==> config.mk <==
export PLATFORM = sky130hd
export DESIGN_NAME = tlp_reg_sink
export DESIGN_NICKNAME = d
export VERILOG_FILES = /design/src/rtl/tlp_reg_sink.sv
export SDC_FILE = /design/constraint.sdc
export NUM_CORES = 2
export LEC_CHECK = 0
export BUFFER_PORTS_ARGS = -buffer_cell sky130_fd_sc_hd__buf_2
export CAP_MARGIN = 10
export CELL_PAD_IN_SITES_DETAIL_PLACEMENT = 1
export CELL_PAD_IN_SITES_GLOBAL_PLACEMENT = 2
export CORE_ASPECT_RATIO = 2
export CORE_MARGIN = 2
export CORE_UTILIZATION = 47
export CTS_CLUSTER_SIZE = 20
export DETAILED_ROUTE_END_ITERATION = 7
export PLACE_DENSITY = 0.82
export RECOVER_POWER = 100
export SKIP_LAST_GASP = 1
export SLEW_MARGIN = 20
export SYNTH_ARGS = -nofsm -noshare
export SYNTH_HDL_FRONTEND = slang
export SYNTH_SLANG_ARGS = --single-unit
==> constraint.sdc <==
create_clock -name clk -period 3.9 [get_ports clk]
set_clock_uncertainty 0.15 [all_clocks]
set_input_delay 0.975 -clock clk [delete_from_list [all_inputs] [get_ports clk]]
set_output_delay 0.975 -clock clk [all_outputs]
set_load 0.01 [all_outputs]
==> src/rtl/tlp_reg_sink.sv <==
module tlp_reg_sink #(
  parameter int NUM_REGS = 64,
  parameter int CNT_W    = 16,
  localparam int IDX_W   = $clog2(NUM_REGS),
  localparam int BASE_W  = 30 - IDX_W
) (
  input  logic              clk,
  input  logic              rst_n,
  input  logic              rx_valid,
  input  logic              rx_sop,
  input  logic              rx_eop,
  input  logic [31:0]       rx_data,
  input  logic [BASE_W-1:0] win_base,
  input  logic [IDX_W-1:0]  rd_addr,
  output logic [31:0]       rd_data,
  output logic [CNT_W-1:0]  drop_count
);

  typedef enum logic [2:0] {S_IDLE, S_H1, S_H2, S_DATA, S_SKIP} state_t;

  state_t           st, nxt;
  logic [31:0]      regs [NUM_REGS];
  logic             hdr_bad, hit, drop, commit;
  logic [3:0]       fbe;
  logic [IDX_W-1:0] idx;

  wire in_pkt = (st == S_H1) || (st == S_H2) || (st == S_DATA);
  wire h0_bad = (rx_data[30:29] != 2'b10) || (rx_data[28:24] != 5'd0) ||
                rx_data[14] || (rx_data[9:0] != 10'd1);

  assign rd_data = regs[rd_addr];

  always_comb begin
    nxt    = st;
    drop   = 1'b0;
    commit = 1'b0;
    if (rx_valid) begin
      if (rx_sop) begin
        drop = in_pkt | rx_eop;
        nxt  = rx_eop ? S_IDLE : S_H1;
      end else begin
        case (st)
          S_H1, S_H2: begin
            drop = rx_eop;
            nxt  = rx_eop ? S_IDLE : ((st == S_H1) ? S_H2 : S_DATA);
          end
          S_DATA: begin
            if (rx_eop) begin
              drop   = hdr_bad;
              commit = !hdr_bad && hit;
              nxt    = S_IDLE;
            end else begin
              drop = 1'b1;
              nxt  = S_SKIP;
            end
          end
          S_SKIP: if (rx_eop) nxt = S_IDLE;
          default: ;
        endcase
      end
    end
  end

  always_ff @(posedge clk) begin
    if (!rst_n) begin
      st         <= S_IDLE;
      hdr_bad    <= 1'b0;
      hit        <= 1'b0;
      fbe        <= '0;
      idx        <= '0;
      drop_count <= '0;
      for (int i = 0; i < NUM_REGS; i++) regs[i] <= '0;
    end else begin
      st <= nxt;
      if (drop && (drop_count != '1)) drop_count <= drop_count + 1'b1;
      if (rx_valid && rx_sop) begin
        hdr_bad <= h0_bad;
      end else if (rx_valid && st == S_H1) begin
        hdr_bad <= hdr_bad | (rx_data[7:4] != 4'd0);
        fbe     <= rx_data[3:0];
      end else if (rx_valid && st == S_H2) begin
        idx <= rx_data[IDX_W+1:2];
        hit <= (rx_data[31:IDX_W+2] == win_base);
      end
      if (commit)
        for (int b = 0; b < 4; b++)
          if (fbe[b]) regs[idx][31-8*b -: 8] <= rx_data[31-8*b -: 8];
    end
  end

  AST_SOP_RESTART: assert property (@(posedge clk) disable iff (!rst_n)
    rx_valid && rx_sop && !rx_eop |=> st == S_H1);
  AST_EOP_TO_IDLE: assert property (@(posedge clk) disable iff (!rst_n)
    rx_valid && rx_eop |=> st == S_IDLE);
  AST_GAP_HOLDS: assert property (@(posedge clk) disable iff (!rst_n)
    !rx_valid |=> $stable(st) && $stable(drop_count));
  AST_DROP_STEP: assert property (@(posedge clk) disable iff (!rst_n)
    1'b1 |=> (drop_count == $past(drop_count)) || (drop_count == $past(drop_count) + 1'b1));
  AST_DROP_SAT: assert property (@(posedge clk) disable iff (!rst_n)
    drop_count == '1 |=> drop_count == '1);
  AST_REG_HOLD: assert property (@(posedge clk) disable iff (!rst_n)
    !(rx_valid && rx_eop) ##1 $stable(rd_addr) |-> $stable(rd_data));

endmodule

==> flow_summary_export.csv <==
group,metric,value,unit
status,status,"finished, violations left",
status,failed_checks,"capacitance limit, slew limit, setup timing",
sta,finalHoldViolations,0,
pwr,power_switching,11.7,mW
finish,nFillCells,19400,
global_routing,grt_max_degree,130,
hold_path,hold_path.class,"reg -> reg",
clock_tree,cts_buffers,189,
synth,netlist_instances,6508,
critical_path,end_kind,"output pin",
placed_design,dp_hpwl,243000,um
sta,worstMarginPinSlew,1890,ps
sta,finalSetupViolations,322,
die,fp-row-count,235,
clock_tree,cts_buffer_depth,4,
clock_tree,clk_pin_slew_worst_paths,70,ps
pwr,sequentialPowerShare,52.1,%
sta,fin_tns_setup,-21330,ps
synth,yosysSeqAreaShare,64.4,%
hold_path,hp-start,"hdr_bad",
die,die_area,0.209,sq mm
synth,synth_nets,6576,
clock_tree,cts_tree,"built",
hold_path,worstHoldEndpoint,"hdr_bad",
critical_path,crit_chain,"buf_16 > buf_16 > mux4_2 > a2111oi_4 > buf_4 > o22ai_1 > and3_4 > buf_2",
critical_path,arrival,3240,ps
detailed_routing,drcViolationCount,0,
sta,fmax,229,MHz
critical_path,crit_slowest_cell,"a2111oi_4",
synth,ys_types,64,
synth,post_synth_instance_area,0.0964,sq mm
pwr,p_leak,39.2,nW
synth,synth_ff_type,"edfxtp_1",
finish,area_growth,17.6,%
sta,rsz0062_at_grt,"yes",
detailed_routing,vias,61200,
sta,fin_crit,4360,ps
hold_path,hold_depth,2,
sta,relSlewSlack,-25.9,%
die,core_area,0.204,sq mm
global_routing,overflow,0,
die,start_util,47.2,%
critical_path,path_common_cell,"buf_16",
pwr,power_frac_clock,38.4,%
critical_path,criticalPathCategory,"in -> out",
critical_path,cp.depth,8,
placed_design,gp_congestion,0.910,
pwr,max-vdd-ir-drop,0.000296,V
pwr,p_per_area,437,mW/mm^2
global_routing,grtUsageTotal,33.0,%
sta,setup_ws,-461,ps
detailed_routing,drt_first_pass_iters,6,
critical_path,path_buf_inv,4,
finish,drive_gt1_share,25.9,%
pwr,power,49.5,mW
synth,yosys_register_bits,2079,
critical_path,reg2reg_from,"st[0]",
detailed_routing,drt-initial-drc-count,6262,
clock_tree,root_buffer,"clkbuf_16",
critical_path,cp.required,2770,ps
detailed_routing,wl_per_cell,34.1,um
critical_path,worst_r2r_endpoint,"regs[27][0]",
finish,nNetsFinal,7281,
clock_tree,cts_sinks,2079,
finish,multiInputGateArea,0.0331,sq mm
pwr,p_comb_share,9.6,%
critical_path,reg2reg_slack,-160,ps
die,die-height,645,um
critical_path,cpPeakStageDelay,630,ps
global_routing,antenna_found_initial,26,
synth,async_flop_share,0,%
job,cap_violations,2,
finish,ff_latch_area,0.0621,sq mm
pwr,p_int,37.8,mW
synth,synth_edf_count,2048,
sta,fin_crit_sh,112,%
sta,slew_viol_final,165,
critical_path,worstSetupStartpointType,"input pin",
global_routing,grt_pass1_vias,65300,
synth,yosys_warnings,0,
critical_path,rr_worst_depth,7,
synth,avgSynthCellArea,14.8,sq um
die,io_pins,115,
pwr,switching_share,23.7,%
placed_design,io_buffers,114,
clock_tree,htreeDepth,4,
clock_tree,clk_latency,870,ps
detailed_routing,routed_via_density,6.07,
detailed_routing,ant_nets,0,
critical_path,cp_top_family,"compound AO/OA/AOI/OAI gates",
die,fp.dieW,324,um
detailed_routing,wirelength,344000,um
global_routing,grt_pass1_wl,483000,um
critical_path,cp_max_fo,13,
-- per-stage QoR --
step	instance area, sq um	hold slack (ps)	cells	util [%]	setup slack, ps
finish	113000	310	10100	55.5	-461
global route	113000	327	10100	55.5	-404
CTS	113000	284	10100	55.4	-391
detailed placement	105000	303	9666	51.5	-973
global placement	105000	283	9666	51.5	-1530
floorplan	96400	268	6508	-	176
-- how the worst max path moves through the flow --
| stage | slack (ps) | from | end |
|---|---|---|---|
| CTS | -390 | rd_addr[0] | rd_data[13] |
| finish | -460 | rd_addr[0] | rd_data[18] |
| global placement | -1530 | rd_addr[0] | rd_data[18] |
| detailed placement | -970 | rd_addr[0] | rd_data[26] |
| global route | -400 | rd_addr[0] | rd_data[13] |
| floorplan | 180 | rd_addr[0] | rd_data[22] |
-- timing repair --
item	in CTS	in global routing
hold buffers	0	0
pin swaps	25	33
gates resized for setup	241	144
cloned	12	5
endpoints found under the setup margin	32	32
buffers inserted	50	18
-- state kept, by name (all words and copies together) (netlist names) --
signal,cells
regs,2048
drop_count,16
idx,6
fbe,4
st,3
hdr_bad,1
hit,1
-- worst register-to-register path, cell delays in order (launching register included) --
cell	delay (ps)
dfxtp_1	580
nand4b_1	200
nor4_1	230
clkbuf_1	220
nand2_1	1070
buf_4	720
nor2_1	510
and2_1	240
-- metal layers --
metal | up-vias | part of all wire (%) | GRT usage [%]
met5 | - | 0.021 | 0
li1 | 25400 | - | -
met2 | 2659 | 52 | 58.1
met3 | 986 | 6.6 | 5.25
met4 | 10 | 9.7 | 25.8
met1 | 32100 | 32 | 34.8
-- Yosys cell counts, types with 5 or more instances --
library cell | count | area share [%]
and2_1 | 2051 | 13
edfxtp_1 | 2048 | 64
mux4_2 | 474 | 11
clkbuf_1 | 330 | 1.3
o21ai_0 | 297 | 1.5
nor2_1 | 248 | 0.97
mux2i_1 | 146 | 1.5
o22ai_1 | 135 | 0.88
nand2_1 | 117 | 0.46
buf_2 | 76 | 0.39
nor2_2 | 59 | 0.38
buf_4 | 58 | 0.45
a21oi_1 | 39 | 0.20
nor3_1 | 36 | 0.19
nor4_1 | 36 | 0.23
dfxtp_1 | 31 | 0.64
mux2_2 | 29 | 0.34
buf_6 | 28 | 0.33
nand2b_1 | 27 | 0.18
buf_1 | 21 | 0.082
o221ai_1 | 21 | 0.19
a221oi_1 | 17 | 0.15
o22a_1 | 17 | 0.15
xor2_1 | 16 | 0.15
nand3_1 | 14 | 0.073
nor2b_1 | 14 | 0.091
a31oi_1 | 9 | 0.058
nor3b_1 | 9 | 0.070
xnor2_1 | 8 | 0.073
a211oi_1 | 6 | 0.047
inv_1 | 6 | 0.023
and3_1 | 5 | 0.032
nand4_1 | 5 | 0.032
or2_2 | 5 | 0.032
or3_1 | 5 | 0.032
or4_1 | 5 | 0.039
-- cells by family after synthesis --
logic type / synth area share (%)
AO/OA/AOI/OAI: 3.52
XOR/XNOR: 0.218
adder cells (fa/ha/maj): 0.0234
buffers and inverters: 2.62
flip-flops: 64.4
multiplexers: 12.9
AND/OR/NAND/NOR: 16.3
-- power groups by stage --
stage | combinational [mW] | clock (mW) | sequential, mW
after detailed placement | 4.26 | 0 | 26.3
after global routing | 4.86 | 19.8 | 25.8
after global placement | 4.18 | 0 | 26.2
after floorplan | 2.18 | 0 | 26.0
after CTS | 4.59 | 19.1 | 25.8
final | 4.73 | 19.0 | 25.8
-- layout by cell type (no fill, tap or decap), types with 17 or more instances in the layout --
cell / n
buf_2: 110
bufinv_16: 19
buf_16: 23
mux2i_1: 121
and2_1: 1023
mux2_2: 28
a21oi_1: 30
clkbuf_1: 146
nor2_1: 277
clkbuf_16: 200
nand2_1: 115
buf_12: 76
buf_6: 37
nor3_1: 17
clkbuf_2: 129
clkinv_1: 36
nor2_2: 28
nand2b_1: 24
and2_0: 1027
dfxtp_1: 31
mux4_2: 474
o22ai_2: 43
edfxtp_1: 2048
o21ai_0: 287
clkinv_2: 30
o22ai_1: 78
nor4_1: 20
buf_4: 507
-- cell type report --
cell class / instances / share of cell area [%]
diodes: 16 / 0.0353
clock buffers: 226 / 4.43
flip-flops and latches: 2079 / 54.8
repair buffers: 1031 / 7.59
clock inverters: 103 / 0.887
multi-input cells: 3905 / 29.2
inverters: 7 / 0.0232
well taps: 2725 / 3.01
No activity file was read; power rests on OpenSTA's default activity.
